===== config.mk =====
export PLATFORM = sky130hd
export DESIGN_NAME = line_power_ctrl
export DESIGN_NICKNAME = d
export VERILOG_FILES = /design/src/rtl/lpc_pkg.sv /design/src/rtl/act_sync.sv /design/src/rtl/status_filter.sv /design/src/rtl/line_track.sv /design/src/rtl/rail_settle.sv /design/src/rtl/line_power_ctrl.sv
export SDC_FILE = /design/constraint.sdc
export NUM_CORES = 1
export LEC_CHECK = 0
export BUFFER_PORTS_ARGS = -buffer_cell sky130_fd_sc_hd__buf_2
export CORE_AREA = 5 5 58 60
export CTS_BUF_LIST = sky130_fd_sc_hd__clkbuf_4 sky130_fd_sc_hd__clkbuf_8
export CTS_CLUSTER_DIAMETER = 100
export DETAILED_ROUTE_END_ITERATION = 12
export DIE_AREA = 0 0 63 65
export PLACE_DENSITY_LB_ADDON = 0.25
export SETUP_SLACK_MARGIN = 0.4
export SLEW_MARGIN = 20
export SYNTH_ARGS = -nofsm -noshare
export SYNTH_HDL_FRONTEND = slang
export SYNTH_HIERARCHICAL = 1
export SYNTH_SLANG_ARGS = --single-unit

===== constraint.sdc =====
create_clock -name clk -period 1.8 [get_ports clk]
set_input_delay 0.54 -clock clk [delete_from_list [all_inputs] [get_ports clk]]
set_output_delay 0.54 -clock clk [all_outputs]
set_load 0.01 [all_outputs]

===== src/rtl/lpc_pkg.sv =====
`timescale 1ns/1ps
package lpc_pkg;
  typedef enum logic [1:0] {PM_OFF, PM_FORCED, PM_AUTO} pwr_mode_t;

  // pin priority: shutdown over force-on over automatic
  function automatic pwr_mode_t pick_mode(input logic shdn_n, input logic force_on);
    if (!shdn_n)      return PM_OFF;
    else if (force_on) return PM_FORCED;
    else               return PM_AUTO;
  endfunction

  // bits to count 0 .. lim-1
  function automatic int unsigned cnt_bits(input int unsigned lim);
    return (lim < 2) ? 1 : $clog2(lim);
  endfunction

  function automatic int unsigned max2(input int unsigned a, input int unsigned b);
    return (a > b) ? a : b;
  endfunction
endpackage


===== src/rtl/act_sync.sv =====
`timescale 1ns/1ps
module act_sync #(
  parameter int NCH = 3
) (
  input  logic           clk,
  input  logic           rst_n,
  input  logic [NCH-1:0] raw,
  output logic [NCH-1:0] synced
);
  for (genvar g = 0; g < NCH; g++) begin : g_ch
    logic meta_q, sync_q;
    always_ff @(posedge clk or negedge rst_n) begin
      if (!rst_n) begin
        meta_q <= 1'b0;
        sync_q <= 1'b0;
      end else begin
        meta_q <= raw[g];
        sync_q <= meta_q;
      end
    end
    assign synced[g] = sync_q;
  end
endmodule


===== src/rtl/status_filter.sv =====
`timescale 1ns/1ps
module status_filter #(
  parameter int unsigned DLY = 5
) (
  input  logic clk,
  input  logic rst_n,
  input  logic any_act,
  output logic status
);
  localparam int unsigned CW = lpc_pkg::cnt_bits(DLY);
  localparam logic [CW-1:0] LAST = CW'(DLY - 1);

  logic [CW-1:0] cnt_q;
  logic          differs, flip_now;

  assign differs  = (any_act != status);
  assign flip_now = differs && (cnt_q == LAST);

  always_ff @(posedge clk or negedge rst_n) begin
    if (!rst_n) begin
      cnt_q  <= '0;
      status <= 1'b0;
    end else if (!differs) begin
      cnt_q <= '0;
    end else if (flip_now) begin
      cnt_q  <= '0;
      status <= any_act;
    end else begin
      cnt_q <= cnt_q + 1'b1;
    end
  end


  status_moves_toward_line_chk: assert property (@(posedge clk) disable iff (!rst_n)
    !$stable(status) |-> (status == $past(any_act)));

  status_cnt_bound_chk: assert property (@(posedge clk) disable iff (!rst_n)
    cnt_q <= LAST);
endmodule


===== src/rtl/line_track.sv =====
`timescale 1ns/1ps
module line_track #(
  parameter int unsigned IDLE_DLY = 25,
  parameter int unsigned WAKE_DLY = 50
) (
  input  logic clk,
  input  logic rst_n,
  input  logic any_act,
  output logic line_up
);
  localparam int unsigned CW = lpc_pkg::cnt_bits(lpc_pkg::max2(IDLE_DLY, WAKE_DLY));
  localparam logic [CW-1:0] IDLE_LAST = CW'(IDLE_DLY - 1);
  localparam logic [CW-1:0] WAKE_LAST = CW'(WAKE_DLY - 1);

  // one shared counter: quiet time while up, active time while in standby
  logic [CW-1:0] cnt_q;
  logic [CW-1:0] lim_now;
  logic          settled, limit_hit;

  assign lim_now   = line_up ? IDLE_LAST : WAKE_LAST;
  assign settled   = (any_act == line_up);
  assign limit_hit = !settled && (cnt_q == lim_now);

  always_ff @(posedge clk or negedge rst_n) begin
    if (!rst_n) begin
      cnt_q   <= '0;
      line_up <= 1'b0;
    end else if (settled) begin
      cnt_q <= '0;
    end else if (limit_hit) begin
      cnt_q   <= '0;
      line_up <= any_act;
    end else begin
      cnt_q <= cnt_q + 1'b1;
    end
  end


  no_standby_while_active_chk: assert property (@(posedge clk) disable iff (!rst_n)
    (any_act && line_up) |=> line_up);

  wake_needs_activity_chk: assert property (@(posedge clk) disable iff (!rst_n)
    $rose(line_up) |-> $past(any_act));

  standby_needs_quiet_chk: assert property (@(posedge clk) disable iff (!rst_n)
    $fell(line_up) |-> !$past(any_act));
endmodule


===== src/rtl/rail_settle.sv =====
`timescale 1ns/1ps
module rail_settle #(
  parameter int unsigned DLY = 12
) (
  input  logic clk,
  input  logic rst_n,
  input  logic pwr_on,
  output logic rails_ok
);
  localparam int unsigned CW = lpc_pkg::cnt_bits(DLY);
  localparam logic [CW-1:0] LAST = CW'(DLY - 1);

  logic [CW-1:0] cnt_q;
  logic          done_now;

  assign done_now = (cnt_q == LAST);

  always_ff @(posedge clk or negedge rst_n) begin
    if (!rst_n) begin
      cnt_q    <= '0;
      rails_ok <= 1'b0;
    end else if (!pwr_on) begin
      cnt_q    <= '0;
      rails_ok <= 1'b0;
    end else if (!rails_ok) begin
      if (done_now) begin
        cnt_q    <= '0;
        rails_ok <= 1'b1;
      end else begin
        cnt_q <= cnt_q + 1'b1;
      end
    end
  end


  rails_lost_on_off_chk: assert property (@(posedge clk) disable iff (!rst_n)
    !pwr_on |=> !rails_ok);

  rails_rise_needs_power_chk: assert property (@(posedge clk) disable iff (!rst_n)
    $rose(rails_ok) |-> $past(pwr_on));
endmodule


===== src/rtl/line_power_ctrl.sv =====
`timescale 1ns/1ps
module line_power_ctrl #(
  parameter int          NCH        = 3,
  parameter int unsigned STS_DLY    = 5,
  parameter int unsigned IDLE_DLY   = 25,
  parameter int unsigned WAKE_DLY   = 50,
  parameter int unsigned SETTLE_DLY = 12
) (
  input  logic           clk,
  input  logic           rst_n,
  input  logic [NCH-1:0] line_act,
  input  logic           shdn_n,
  input  logic           force_on,
  output logic           status,
  output logic           drv_en,
  output logic           rcv_en,
  output logic           pump_en
);
  import lpc_pkg::*;

  logic [NCH-1:0] act_s;
  logic           any_act, line_up, rails_ok;
  pwr_mode_t      mode;

  act_sync #(.NCH(NCH)) u_sync (
    .clk(clk), .rst_n(rst_n), .raw(line_act), .synced(act_s));

  assign any_act = |act_s;

  status_filter #(.DLY(STS_DLY)) u_status (
    .clk(clk), .rst_n(rst_n), .any_act(any_act), .status(status));

  line_track #(.IDLE_DLY(IDLE_DLY), .WAKE_DLY(WAKE_DLY)) u_track (
    .clk(clk), .rst_n(rst_n), .any_act(any_act), .line_up(line_up));

  rail_settle #(.DLY(SETTLE_DLY)) u_rails (
    .clk(clk), .rst_n(rst_n), .pwr_on(shdn_n), .rails_ok(rails_ok));

  assign mode = pick_mode(shdn_n, force_on);

  always_comb begin
    rcv_en  = (mode != PM_OFF);
    pump_en = (mode != PM_OFF);
    unique case (mode)
      PM_FORCED: drv_en = rails_ok;
      PM_AUTO:   drv_en = rails_ok && line_up;
      default:   drv_en = 1'b0;
    endcase
  end


  drv_needs_pump_chk: assert property (@(posedge clk) disable iff (!rst_n)
    drv_en |-> (pump_en && rcv_en));

  off_means_quiet_chk: assert property (@(posedge clk) disable iff (!rst_n)
    !shdn_n |-> !(drv_en || rcv_en || pump_en));

  drv_needs_rails_chk: assert property (@(posedge clk) disable iff (!rst_n)
    $rose(drv_en) && !$past(force_on) && $past(shdn_n) |-> $past(rails_ok) || rails_ok);
endmodule


==> results by group <==
Yosys
  • Cell Area, Synth: between 1000 and 1500 um^2
  • Mapped Nets: approximately 100
  • Ys flop type: dfrtp_1
  • Largest area contributor in the netlist: dfrtp_1
  • Simple-gate share of the synthesized area: a little under a fifth
  • Top cell type's share of synthesized area: between 50 and 60%
  • Syn avg cell area: 11.4 um^2
  • Async SR Flop Fraction: 100%
  • Multiplexer area fraction after synthesis: 2.99%
  • Adder-cell area share of the yosys netlist: under 10%
  • Largest family of logic cells by synthesized area: simple AND/OR/NAND/NOR gates
  • Yosys reg bits: 22
  • Count leader, synth: dfrtp_1
  • Top cells by area, synth: dfrtp_1, ha_1, nor2b_1, buf_4, inv_1
  • Post-synthesis cell count: slightly above 90
  • Xor/xnor cell area share of the yosys netlist: 3.35%
  • Compound-Gate Fraction of Synth Area: a little under an eighth
  • Synth Warn #: 6
  • EDFF count, synth: 0
  • Synth cell count leaders: dfrtp_1, inv_1, nor2b_1
  • Synth cell types: 34
  • Post-synthesis sequential area ratio: approximately 53%

Setup path
  • Crit path max fanout: 2
  • Crit. End Element: output pin
  • Startpoint Class: flip-flop
  • WP data arrival: approximately 1000 ps
  • Flop2flop setup slack: 480 ps
  • Req. time, crit path: between 1000 and 1500 ps
  • Critical setup path kind: flip-flop to output pin

STA
  • Fin crit period: roughly 1600 ps
  • Sum of negative setup slack: 0 ps
  • Final setup fails: 0
  • Worst Tran Pin Value: 474 ps
  • Setup ws final: between 200 and 250 ps
  • Slew HR: 68.4%
  • Fmax: between 600 and 700 MHz
  • Period utilisation layout: 87.8%
  • RSZ-0062 raised after global routing: true
  • Max-slew violations: 0
  • Endpoints failing hold: 0
  • Worst clock skew: approximately 2.3 ps

Detailed routing
  • DRC viols: 0
  • Vias per inst: between 4 and 5
  • Routed Wire Length: 1.56 mm
  • First-iteration detailed-routing DRC count: 5
  • Routed via count: just under 700
  • First drt pass iteration count: 4
  • Wire length per cell: 11.5 um
  • Post-DRT Antenna Nets: 0

Power
  • P_sw: 0.300 mW
  • Leak Pwr: 0.516 nW
  • Clock share of power: slightly below 30%
  • VDD IR max: just under 0.6 mV
  • Cell Pwr Density: 1000 nW/um^2
  • Total Power: approximately 1.2 mW
  • Sw frac: ~25%
  • Seq pwr share: around half
  • Combinational fraction of design power: about a fifth
  • Int Power: just over 0.9 mW

Die
  • Starting density of the core: 36.3%
  • Die width: between 60 and 70 um
  • Row cnt: 20
  • I/O pin cnt: 11
  • Die area: 4100 um^2
  • Core Box Area: 2880 um^2
  • Die Y: around 65 um

Final layout
  • Fillers: 270
  • Multi-input logic area: around 470 um^2
  • Design area: roughly 1200 um^2
  • ANT cells: 0
  • Nets: 115
  • Reg area: around 550 um^2
  • Core Util, Final: 42.1%
  • Layout cells sized above 1: ~30%
  • P&R area growth vs syn: 15.8%

Clocking
  • CTS hold repair buffers: 0
  • Max Buffers Root-to-Sink: 2
  • Clock sink count: 22
  • # H-tree levels: 1
  • CTS tree: built
  • Clk slew on worst S/H paths: roughly 120 ps
  • Root Buffer: clkbuf_4
  • CTS buffer count: 3
  • Clk_lat worst skew: approximately 290 ps

Global routing
  • Initial antenna violation count: 0
  • First-pass GRT wire length: between 2 and 3 mm
  • Vias in the first global route: roughly 660
  • Pin count of the biggest net entering global routing: 23
  • GR Overflow Total: 0
  • Gr usage total: under 10%

Status
  • Status: finished, final reports clean

Min path
  • Hold Crit Class: input port to asynchronous set/reset pin

Placement
  • Port Buffer Count: 10
  • Hpwl dp: 1.16 mm
  • Dpl ws: about 280 ps
  • Post-DP Area: around 1100 um^2
  • Gp weighted congestion: 0.722

Job
  • Max-cap viol count: 0
worst max-delay path, cell delays in order, from the launching register on:
cell	delay [ps]
dfrtp_2	420
o211a_1	200
buf_2	130
layer usage:
layer | vias up | global-route usage [%] | part of all wire [%]
met5 | - | 0 | 0
met4 | 0 | 4.77 | 0.83
met3 | 2 | 2.08 | 4.2
met2 | 12 | 14.7 | 52
met1 | 321 | 10.1 | 43
li1 | 339 | - | -
cells by family (layout without fill, tap and decap cells):
kind of cell,Yosys count,in the layout
adders and majority gates,4,4
muxes,3,3
AOI/OAI and AO/OA,16,16
and+or+nand+nor,31,31
DFF,22,22
xor gates and xnor gates,4,4
buffers and inverters,12,23
power groups by stage:
stage | clock (mW) | combinational, mW | sequential, mW
2_1_floorplan | 0 | 0.155 | 0.618
3_3_place_gp | 0 | 0.204 | 0.622
3_5_place_dp | 0 | 0.209 | 0.625
4_1_cts | 0.385 | 0.248 | 0.605
5_1_grt | 0.404 | 0.282 | 0.616
6_report | 0.362 | 0.248 | 0.606
through the flow:
stage               cells  hold WS (ps)
detailed placement    130           338
finish                136           182
global placement      130           333
floorplan              92           244
global route          136           197
CTS                   136           180
placed cells by master, fill, tap and decap left out, drive strengths merged, types with 2 or more instances in the layout:
master	synthesis	final
nand2b	3	3
dfrtp	22	22
or3b	2	2
nand3	3	3
nand4bb	2	2
inv	7	7
nor2	2	2
clkbuf	1	4
a21oi	3	3
nor3b	3	3
mux2i	2	2
buf	4	11
nor3	3	3
or3	2	2
nor2b	5	5
nand2	4	4
o21ai	5	5
ha	4	4
xnor2	3	3
timing repair:
item / in CTS / in global routing
endpoints found under the setup margin: 2 / 5
gates resized for setup: 2 / 6
cloned: 0 / 0
pin swaps: 1 / 2
buffers inserted: 2 / 0
layout make-up:
type                       count  area share (%)
inverter                       7            2.17
multi-input combinational     58            38.8
sequential                    22            45.7
clock buffer                   3            1.86
clock inverter                 1            2.48
timing repair buffer          12            5.58
tap                           33            3.41
state kept, by name, summed over array words and instances, names as in the netlist:
register and cells:
u_track/cnt_q 6, u_rails/cnt_q 4, u_status/cnt_q 3, u_sync/g_ch.meta_q 3, u_sync/g_ch.sync_q 3, u_rails/rails_ok 1
u_status/status 1, u_track/line_up 1
path summary, 6_finish.rpt:
kind | start | endpoint | cells after the start
max | u_track/line_up | drv_en | 2
min in group clk | line_act[1] | u_sync/g_ch[1].meta_q | 1
max reg2reg | u_sync/g_ch[1].sync_q | u_track/cnt_q[0] | 4
min reg2reg | u_sync/g_ch[2].meta_q | u_sync/g_ch[2].sync_q | 0
max in group asynchronous | rst_n | u_track/line_up | 1
min | rst_n | u_track/cnt_q[2] | 1
Note: power is estimated with default switching activity, not from simulation.
